**config.mk**
```make
export PLATFORM = sky130hd
export DESIGN_NAME = pme_root_tracker
export DESIGN_NICKNAME = d
export VERILOG_FILES = /design/src/rtl/pme_pkg.sv /design/src/rtl/pme_status_core.sv /design/src/rtl/pme_irq_gate.sv /design/src/rtl/pme_reg_port.sv /design/src/rtl/pme_root_tracker.sv
export SDC_FILE = /design/constraint.sdc
export NUM_CORES = 1
export LEC_CHECK = 0
export ABC_AREA = 1
export BUFFER_PORTS_ARGS = -buffer_cell sky130_fd_sc_hd__buf_2
export CORE_ASPECT_RATIO = 1.25
export CORE_MARGIN = 5
export CORE_UTILIZATION = 29
export DETAILED_ROUTE_END_ITERATION = 8
export HOLD_SLACK_MARGIN = 0.06
export PLACE_DENSITY = 0.58
export SYNTH_ARGS = -nofsm -noshare
export SYNTH_HDL_FRONTEND = slang
export SYNTH_SLANG_ARGS = --single-unit
```
**constraint.sdc**
```tcl
create_clock -name clk -period 2.7 [get_ports clk]
set_input_delay 0.27 -clock clk [delete_from_list [all_inputs] [get_ports clk]]
set_output_delay 0.27 -clock clk [all_outputs]
set_load 0.05 [all_outputs]
```
**src/rtl/pme_pkg.sv**
```systemverilog
package pme_pkg;

    localparam int RID_W      = 16;
    localparam int DATA_W     = 32;
    localparam int BE_W       = DATA_W / 8;
    localparam int STS_BIT    = 16;
    localparam int PND_BIT    = 17;
    localparam int CTL_EN_BIT = 3;
    localparam int IDX_W      = 4;

    localparam logic [IDX_W-1:0] CTL_IDX = IDX_W'(0);
    localparam logic [IDX_W-1:0] STA_IDX = IDX_W'(1);

    localparam logic [BE_W-1:0] BE_HALF = BE_W'(2'b11);
    localparam logic [BE_W-1:0] BE_FULL = {BE_W{1'b1}};

    typedef struct packed {
        logic             valid;
        logic [RID_W-1:0] rid;
    } slot_t;

    typedef struct packed {
        logic             flag;
        logic [RID_W-1:0] rid;
        slot_t            park;
    } pme_state_t;

    function automatic logic [DATA_W-1:0] pack_status(pme_state_t s);
        logic [DATA_W-1:0] w;
        w                = '0;
        w[RID_W-1:0]     = s.rid;
        w[STS_BIT]       = s.flag;
        w[PND_BIT]       = s.park.valid;
        return w;
    endfunction

    function automatic logic [DATA_W-1:0] pack_control(logic en);
        logic [DATA_W-1:0] w;
        w             = '0;
        w[CTL_EN_BIT] = en;
        return w;
    endfunction

endpackage

```
**src/rtl/pme_status_core.sv**
```systemverilog
module pme_status_core
    import pme_pkg::*;
(
    input  logic             clk,
    input  logic             rst,
    input  logic             active,
    input  logic             ack,
    input  logic             msg_valid,
    input  logic [RID_W-1:0] msg_rid,
    output pme_state_t       state,
    output logic             raise
);

    pme_state_t nxt;

    always_comb begin
        nxt   = state;
        raise = 1'b0;
        if (active) begin
            // acknowledge is applied before the message
            if (ack) begin
                if (state.park.valid) begin
                    nxt.rid        = state.park.rid;
                    nxt.flag       = 1'b1;
                    nxt.park.valid = 1'b0;
                    raise          = 1'b1;
                end else begin
                    nxt.flag = 1'b0;
                end
            end
            if (msg_valid) begin
                if (nxt.flag) begin
                    nxt.park.valid = 1'b1;
                    nxt.park.rid   = msg_rid;
                end else begin
                    nxt.rid  = msg_rid;
                    nxt.flag = 1'b1;
                    raise    = 1'b1;
                end
            end
        end
    end

    always_ff @(posedge clk) begin
        if (rst) state <= '0;
        else     state <= nxt;
    end

    AST_PEND_NEEDS_STATUS: assert property (@(posedge clk) disable iff (rst)
        state.park.valid |-> state.flag) else $error("pending without status");

    AST_MSG_SETS_STATUS: assert property (@(posedge clk) disable iff (rst)
        (active && msg_valid) |=> state.flag) else $error("message lost");

    AST_ID_HELD: assert property (@(posedge clk) disable iff (rst)
        (active && state.flag && !ack && msg_valid) |=> $stable(state.rid))
        else $error("visible id overwritten");

endmodule

```
**src/rtl/pme_irq_gate.sv**
```systemverilog
module pme_irq_gate (
    input  logic clk,
    input  logic rst,
    input  logic raise,
    input  logic pme_en,
    input  logic msi_en,
    output logic irq
);

    always_ff @(posedge clk) begin
        if (rst) irq <= 1'b0;
        else     irq <= raise & pme_en & msi_en;
    end

    AST_IRQ_NEEDS_MSI: assert property (@(posedge clk) disable iff (rst)
        irq |-> $past(msi_en)) else $error("irq without msi");

    AST_IRQ_NEEDS_EN: assert property (@(posedge clk) disable iff (rst)
        irq |-> $past(pme_en)) else $error("irq without enable");

endmodule

```
**src/rtl/pme_reg_port.sv**
```systemverilog
module pme_reg_port
    import pme_pkg::*;
(
    input  logic              clk,
    input  logic              rst,
    input  logic              active,
    input  logic              wr_en,
    input  logic [IDX_W-1:0]  wr_addr,
    input  logic [BE_W-1:0]   wr_be,
    input  logic [DATA_W-1:0] wr_data,
    input  logic [IDX_W-1:0]  rd_addr,
    input  logic [DATA_W-1:0] status_word,
    output logic [DATA_W-1:0] rd_data,
    output logic              pme_en,
    output logic              ack
);

    logic ctl_hit;

    assign ctl_hit = active && wr_en && (wr_addr == CTL_IDX) && (wr_be == BE_HALF);
    assign ack     = active && wr_en && (wr_addr == STA_IDX) && (wr_be == BE_FULL)
                     && wr_data[STS_BIT];

    always_ff @(posedge clk) begin
        if (rst)          pme_en <= 1'b0;
        else if (ctl_hit) pme_en <= wr_data[CTL_EN_BIT];
    end

    always_comb begin
        rd_data = '0;
        if (active) begin
            unique case (rd_addr)
                CTL_IDX: rd_data = pack_control(pme_en);
                STA_IDX: rd_data = status_word;
                default: rd_data = '0;
            endcase
        end
    end

    AST_CTL_SIZE: assert property (@(posedge clk) disable iff (rst)
        (wr_en && wr_addr == CTL_IDX && wr_be != BE_HALF) |=> $stable(pme_en))
        else $error("control took odd-size write");

endmodule

```
**src/rtl/pme_root_tracker.sv**
```systemverilog
module pme_root_tracker
    import pme_pkg::*;
(
    input  logic              clk,
    input  logic              rst,
    input  logic              root_mode,
    input  logic              wr_en,
    input  logic [IDX_W-1:0]  wr_addr,
    input  logic [BE_W-1:0]   wr_be,
    input  logic [DATA_W-1:0] wr_data,
    input  logic [IDX_W-1:0]  rd_addr,
    output logic [DATA_W-1:0] rd_data,
    input  logic              pme_valid,
    input  logic [RID_W-1:0]  pme_rid,
    input  logic              msi_en,
    output logic              pme_irq
);

    pme_state_t        st;
    logic              raise;
    logic              ack;
    logic              pme_en;
    logic [DATA_W-1:0] status_word;

    assign status_word = pack_status(st);

    pme_reg_port u_regs (
        .clk         (clk),
        .rst         (rst),
        .active      (root_mode),
        .wr_en       (wr_en),
        .wr_addr     (wr_addr),
        .wr_be       (wr_be),
        .wr_data     (wr_data),
        .rd_addr     (rd_addr),
        .status_word (status_word),
        .rd_data     (rd_data),
        .pme_en      (pme_en),
        .ack         (ack)
    );

    pme_status_core u_core (
        .clk       (clk),
        .rst       (rst),
        .active    (root_mode),
        .ack       (ack),
        .msg_valid (pme_valid),
        .msg_rid   (pme_rid),
        .state     (st),
        .raise     (raise)
    );

    pme_irq_gate u_irq (
        .clk    (clk),
        .rst    (rst),
        .raise  (raise),
        .pme_en (pme_en),
        .msi_en (msi_en),
        .irq    (pme_irq)
    );

    AST_NONROOT_FROZEN: assert property (@(posedge clk) disable iff (rst)
        !root_mode |=> ($stable(status_word) && $stable(pme_en)))
        else $error("state moved while not root");

endmodule

```
==> results of run 1 <==
[final cells by class]
type / count / area, sq um
multi-input combinational: 239 / 1121
clock buffer: 6 / 72.57
inverter: 57 / 214.0
tap: 92 / 115.1
sequential: 36 / 720.7
fill: 828 / 4858
clock inverter: 1 / 5.005
timing repair buffer: 63 / 337.8
[kinds of logic after synthesis]
| group | Yosys count |
|---|---|
| other | 1 |
| DFF | 36 |
| and+or+nand+nor | 187 |
| buffers and inverters | 93 |
| AOI/OAI and AO/OA | 38 |
[cells in the final DEF (no fill, tap or decap), drive strengths merged]
cell type and instances:
buf 63, inv 56, clkbuf 6, dfxtp 36
a211oi 1, nor2 21, nand4 33, conb 14
nor3 4, nand3 21, nand2 108, a21oi 36
o21ai 1, clkinv 2
[power by group through the flow]
stage	clock network, uW	logic (uW)	registers [uW]
after floorplan	0	185	574
after global placement	0	224	576
after detailed placement	0	226	577
after CTS	384	226	565
after global routing	402	253	568
final	369	226	565
[worst max-delay path: cells and delay by family]
family / cells / cell delay (ps)
AND/OR/NAND/NOR: 5 / 940
AO/OA/AOI/OAI: 2 / 430
buffers and inverters: 2 / 340
[routing by layer]
layer | track usage [%] | up-vias
met4 | 4.752 | 0
met3 | 3.049 | 7
li1 | - | 1183
met1 | 19.63 | 1062
met2 | 23.53 | 96
met5 | 0 | -
[flip-flops by register name, indices dropped and copies added (netlist names)]
signal	cells
u_core.state	34
u_irq.irq	1
u_regs.pme_en	1
[stage by stage]
step / util (%) / area (sq um)
floorplan: - / 2278
global placement: 33.70 / 2509
detailed placement: 33.70 / 2509
CTS: 34.74 / 2586
global route: 34.74 / 2586
finish: 34.74 / 2586
[worst paths after layout]
check	startpoint	slack, ps	cells after the start	end
hold reg to reg	u_core.state[12]	460	2	u_core.state[12]
hold / removal	pme_rid[4]	230	3	u_core.state[4]
setup reg to reg	u_core.state[16]	1180	5	u_core.state[10]
setup / recovery	wr_addr[3]	910	9	u_core.state[10]
==> results.sh, run 1 <==
export IMPL_p_comb_share_pct=19.5
export IMPL_relSlewSlack_pct=50.81
export IMPL_vdd_drop_max_mv=0.2448
export IMPL_yosys_warnings=0
export IMPL_switching_share_pct=31.45
export IMPL_hold_buffers=0
export IMPL_rsz0062_at_grt="false"
export IMPL_ios=99
export IMPL_dp_hpwl_microns=4493
export IMPL_cts_tree="done"
export IMPL_dieArea_sq_mm=0.009553
export IMPL_finalSetupTns_ps=0
export IMPL_wl_met3_microns=569
export IMPL_fin_crit_sh_pct=66.31
export IMPL_netlist_area_sq_mm=0.002230
export IMPL_gp_congestion=0.7622
export IMPL_drt_iter0_drc=151
export IMPL_htreeDepth=2
export IMPL_antenna_found_initial=0
export IMPL_avgRoutedWirePerCell_microns=13.67
export IMPL_cpMostUsedCell="nand2_1"
export IMPL_wirelength_microns=6755
export IMPL_p_leak_uw=0.001197
export IMPL_grt_pass1_vias=2239
export IMPL_synthMostInstantiatedCell="nand2_1"
export IMPL_synthTopCellsByCount="106 x nand2_1, 55 x inv_1, 36 x dfxtp_1, 34 x a21oi_1, 33 x nand4_1"
export IMPL_synth_async_reset_ratio_pct=0
export IMPL_grt_pass1_wl_microns=10940
export IMPL_synth_edff_count=0
export IMPL_cap_violations=0
export IMPL_clkPwrFrac_pct=31.8
export IMPL_cts_buffers=5
export IMPL_vias_per_cell=4.753
export IMPL_area_growth_pct=15.99
export IMPL_synthXorXnorAreaFrac_pct=0
export IMPL_dp_cells=487
export IMPL_hp_class="input port to register"
export IMPL_final_cells=494
export IMPL_p_int_uw=795.1
export IMPL_clkSinkCount=36
export IMPL_crit_chain="buf_2 -> nor2_1 -> nand2_1 -> nor2_4 -> nand3_4 -> a21oi_4 -> buf_4 -> nand2_1 -> a21oi_1"
export IMPL_setup_ws_ps=909.8
export IMPL_overflow=0
export IMPL_synthCells=355
export IMPL_post_cts_buffers=0
export IMPL_critPathMaxStageDelay_ps=380
export IMPL_cts_resized_gates=0
export IMPL_power_uw=1160
export IMPL_cp_end_kind="register"
export IMPL_power_density_mw_per_mm2=448.5
export IMPL_setup_viol=0
export IMPL_yosysTopAreaCell="dfxtp_1"
export IMPL_synth_area_leaders="dfxtp_1 32%, nand2_1 18%, inv_1 9.3%"
export IMPL_grt_use_total_pct=14.71
export IMPL_yosysSeqAreaShare_pct=32.32
export IMPL_dieHeight_microns=108.0
export IMPL_yosys_area_share_simple_pct=38.61
export IMPL_avgSynthCellArea_sq_um=6.281
export IMPL_synth_top_cell_area_share_pct=32.32
export IMPL_cp_max_fo=26
export IMPL_yosys_register_bits=36
export IMPL_clockBufferDepth=2
export IMPL_skew_ps=9.928
export IMPL_critPathKind="input port to register"
export IMPL_root_buffer="clkbuf_8"
export IMPL_cp_required_ps=2910
export IMPL_p_sw_uw=364.9
export IMPL_top_layer="met4"
export IMPL_initial_core_util_pct=29.95
export IMPL_drive_gt1_share_pct=19.40
export IMPL_antenna_left=0
export IMPL_finalCriticalPeriod_ps=1790
export IMPL_timing_hold_violations_final=0
export IMPL_clk_latency_ps=290
export IMPL_wl_met2_microns=3161
export IMPL_cpMaxStageDelayCell="nand3_4"
export IMPL_io_buffers=54
export IMPL_met1_length_microns=2943
export IMPL_diodes=0
export IMPL_drtPass1Iterations=4
export IMPL_run_status="finished clean"
export IMPL_critical_path_startpoint_type="input port"
export IMPL_synth_ff_type="dfxtp_1"
export IMPL_holdWs_ps=234.8
export IMPL_rows=35
export IMPL_grt_max_degree=37
export IMPL_synth_cell_types=23
export IMPL_pre_cts_ws_ps=605.7
export IMPL_slew_violations=0
export IMPL_clkTransAtPathRegs_ps=70
export IMPL_synthAdderAreaFrac_pct=0
export IMPL_die_x_microns=88.43
export IMPL_timing_fmax_mhz=558.6
export IMPL_p_seq_share_pct=48.7
export IMPL_synth_top_family_by_area="simple AND/OR/NAND/NOR gates"
export IMPL_synth_compound_area_share_pct=9.315
export IMPL_arrival_ps=2000
export IMPL_synth_mux_area_share_pct=0
export IMPL_drcViolationCount=0
export IMPL_tightest_slew_ps=737.9
export IMPL_core_area_sq_mm=0.007445
export IMPL_num_vias=2348
export IMPL_nets=468
Note: power is estimated with default switching activity, not from simulation.
==> run 2, diff against run 1 <==
- clock period: 2.7 -> 1.7 ns (I/O delays scaled with it)
==> run 2 against run 1 <==
  * Clock skew is 4.6 ps lower
  * Critical endpoint is now rd_data[17]
  * First-iteration DRC count shrank 6.0%
  * Wire length fell by 8.3%
  * Final cell count up 1.0%
  * Power rose by 62%
  * Critical path depth fell by 5
  * Setup slack lost 700 ps
  * Clock power rose by 71%
  * Highest routed layer unchanged
  * Hold slack lost 93 ps
==> results.sh, run 2 (synthesized netlist as in run 1, its figures left out) <==
export IMPL_antenna_found_initial=0
export IMPL_p_comb_share_pct=18.9
export IMPL_p_seq_share_pct=47.6
export IMPL_ios=99
export IMPL_cp_max_fo=18
export IMPL_area_growth_pct=18.01
export IMPL_initial_core_util_pct=29.95
export IMPL_power_density_mw_per_mm2=715.7
export IMPL_drt_iter0_drc=142
export IMPL_cts_buffers=5
export IMPL_run_status="finished clean"
export IMPL_avgRoutedWirePerCell_microns=12.42
export IMPL_skew_ps=5.345
export IMPL_vias_per_cell=4.607
export IMPL_critical_path_startpoint_type="register"
export IMPL_nets=472
export IMPL_arrival_ps=1320
export IMPL_grt_max_degree=26
export IMPL_switching_share_pct=30.00
export IMPL_p_int_uw=1318
export IMPL_grt_pass1_vias=2240
export IMPL_drive_gt1_share_pct=20.39
export IMPL_post_cts_buffers=0
export IMPL_slew_violations=0
export IMPL_rr_startpoint="u_core.state[16]"
export IMPL_p_leak_uw=0.001220
export IMPL_setup_viol=0
export IMPL_rrSetupSlack_ps=350
export IMPL_holdWs_ps=142.0
export IMPL_hp_class="input port to register"
export IMPL_dp_cells=491
export IMPL_worstSetupStartpoint="u_core.state[16]"
export IMPL_clkSinkCount=36
export IMPL_regMostFlops="u_core.state"
export IMPL_reg2reg_depth=6
export IMPL_ff_latch_area_sq_um=720.7
export IMPL_nFillCells=859
export IMPL_r2r_end="u_core.state[31]"
export IMPL_rsz0062_at_grt="false"
export IMPL_diodes=0
export IMPL_dieArea_sq_mm=0.009553
export IMPL_finalCriticalPeriod_ps=1494
export IMPL_cp_endpoint="rd_data[17]"
export IMPL_layout_cells_most_common="nand2_1"
export IMPL_clkTransAtPathRegs_ps=70
export IMPL_drtPass1Iterations=4
export IMPL_rows=35
export IMPL_gp_congestion=0.8476
export IMPL_grt_pass1_wl_microns=10030
export IMPL_io_buffers=54
export IMPL_cap_violations=0
export IMPL_grt_use_total_pct=13.50
export IMPL_dieHeight_microns=108.0
export IMPL_die_x_microns=88.43
export IMPL_largest_register_ffs=34
export IMPL_critPathKind="register to output port"
export IMPL_dpl_cell_area_sq_mm=0.002541
export IMPL_final_area_sq_mm=0.002631
export IMPL_core_area_sq_mm=0.007445
export IMPL_multiInputGateArea_sq_mm=0.001124
export IMPL_drcViolationCount=0
export IMPL_timing_fmax_mhz=669.4
export IMPL_p_sw_uw=564.9
export IMPL_htreeDepth=2
export IMPL_vdd_drop_max_mv=0.4587
export IMPL_root_buffer="clkbuf_8"
export IMPL_final_cells=499
export IMPL_final_cell_mix="106 x nand2_1, 55 x inv_1, 54 x buf_2, 36 x dfxtp_1, 34 x a21oi_1"
export IMPL_antenna_left=0
export IMPL_dp_hpwl_microns=4614
export IMPL_cts_resized_gates=0
export IMPL_hold_buffers=0
export IMPL_timing_hold_violations_final=0
export IMPL_wirelength_microns=6197
export IMPL_clk_latency_ps=290
export IMPL_pre_cts_ws_ps=64.40
export IMPL_cp_required_ps=1530
export IMPL_fin_crit_sh_pct=87.87
export IMPL_cts_tree="done"
export IMPL_clockBufferDepth=2
export IMPL_top_regs="u_core.state x34, u_irq.irq x1, u_regs.pme_en x1"
export IMPL_overflow=0
export IMPL_num_vias=2299
export IMPL_setup_ws_ps=206.2
export IMPL_clkPwrFrac_pct=33.5
export IMPL_cp_end_kind="output port"
run 2: stage by stage:
stage	setup TNS (ps)	util, %	power (uW)
after floorplan	-838.2	-	1206
after global placement	0	34.13	1269
after detailed placement	0	34.13	1273
after CTS	0	35.34	1913
after global routing	0	35.34	1993
final	0	35.34	1883
run 2: critical path, cell delays in order (launching register included):
cell and delay, ps:
dfxtp_1 370, buf_4 230, inv_1 60, nor2_1 100
buf_2 260
run 2: per-layer routing:
| layer | up-vias | GRT usage, % | part of all wire [%] |
|---|---|---|---|
| met5 | - | 0 | 0 |
| met4 | 0 | 6.371 | 3.0 |
| met3 | 14 | 3.125 | 8.6 |
| met2 | 82 | 23.21 | 48 |
| met1 | 1007 | 15.57 | 40 |
| li1 | 1196 | - | - |
run 2: worst min path at each step:
stage                start                to  slack, ps  cells after the start
6_report        pme_rid[5]   u_core.state[5]        140                      3
5_1_grt        pme_rid[11]  u_core.state[11]        140                      3
3_5_place_dp   pme_rid[11]  u_core.state[11]        440                      3
2_1_floorplan   pme_rid[0]   u_core.state[0]        320                      2
3_3_place_gp    pme_rid[4]   u_core.state[4]        440                      3
4_1_cts         pme_rid[5]   u_core.state[5]        130                      3
run 2: area by class of cell:
type	instances	area share, %
well taps	92	4.375
clock buffers	8	3.424
inverters	57	8.131
multi-input cells	239	42.70
repair buffers	67	13.98
flip-flops and latches	36	27.39
run 2: power groups by stage:
stage | sequential (uW) | clock (uW) | combinational (uW)
global route | 902 | 693 | 398
detailed placement | 916 | 0 | 357
finish | 897 | 630 | 356
floorplan | 912 | 0 | 294
global placement | 915 | 0 | 353
CTS | 897 | 659 | 358
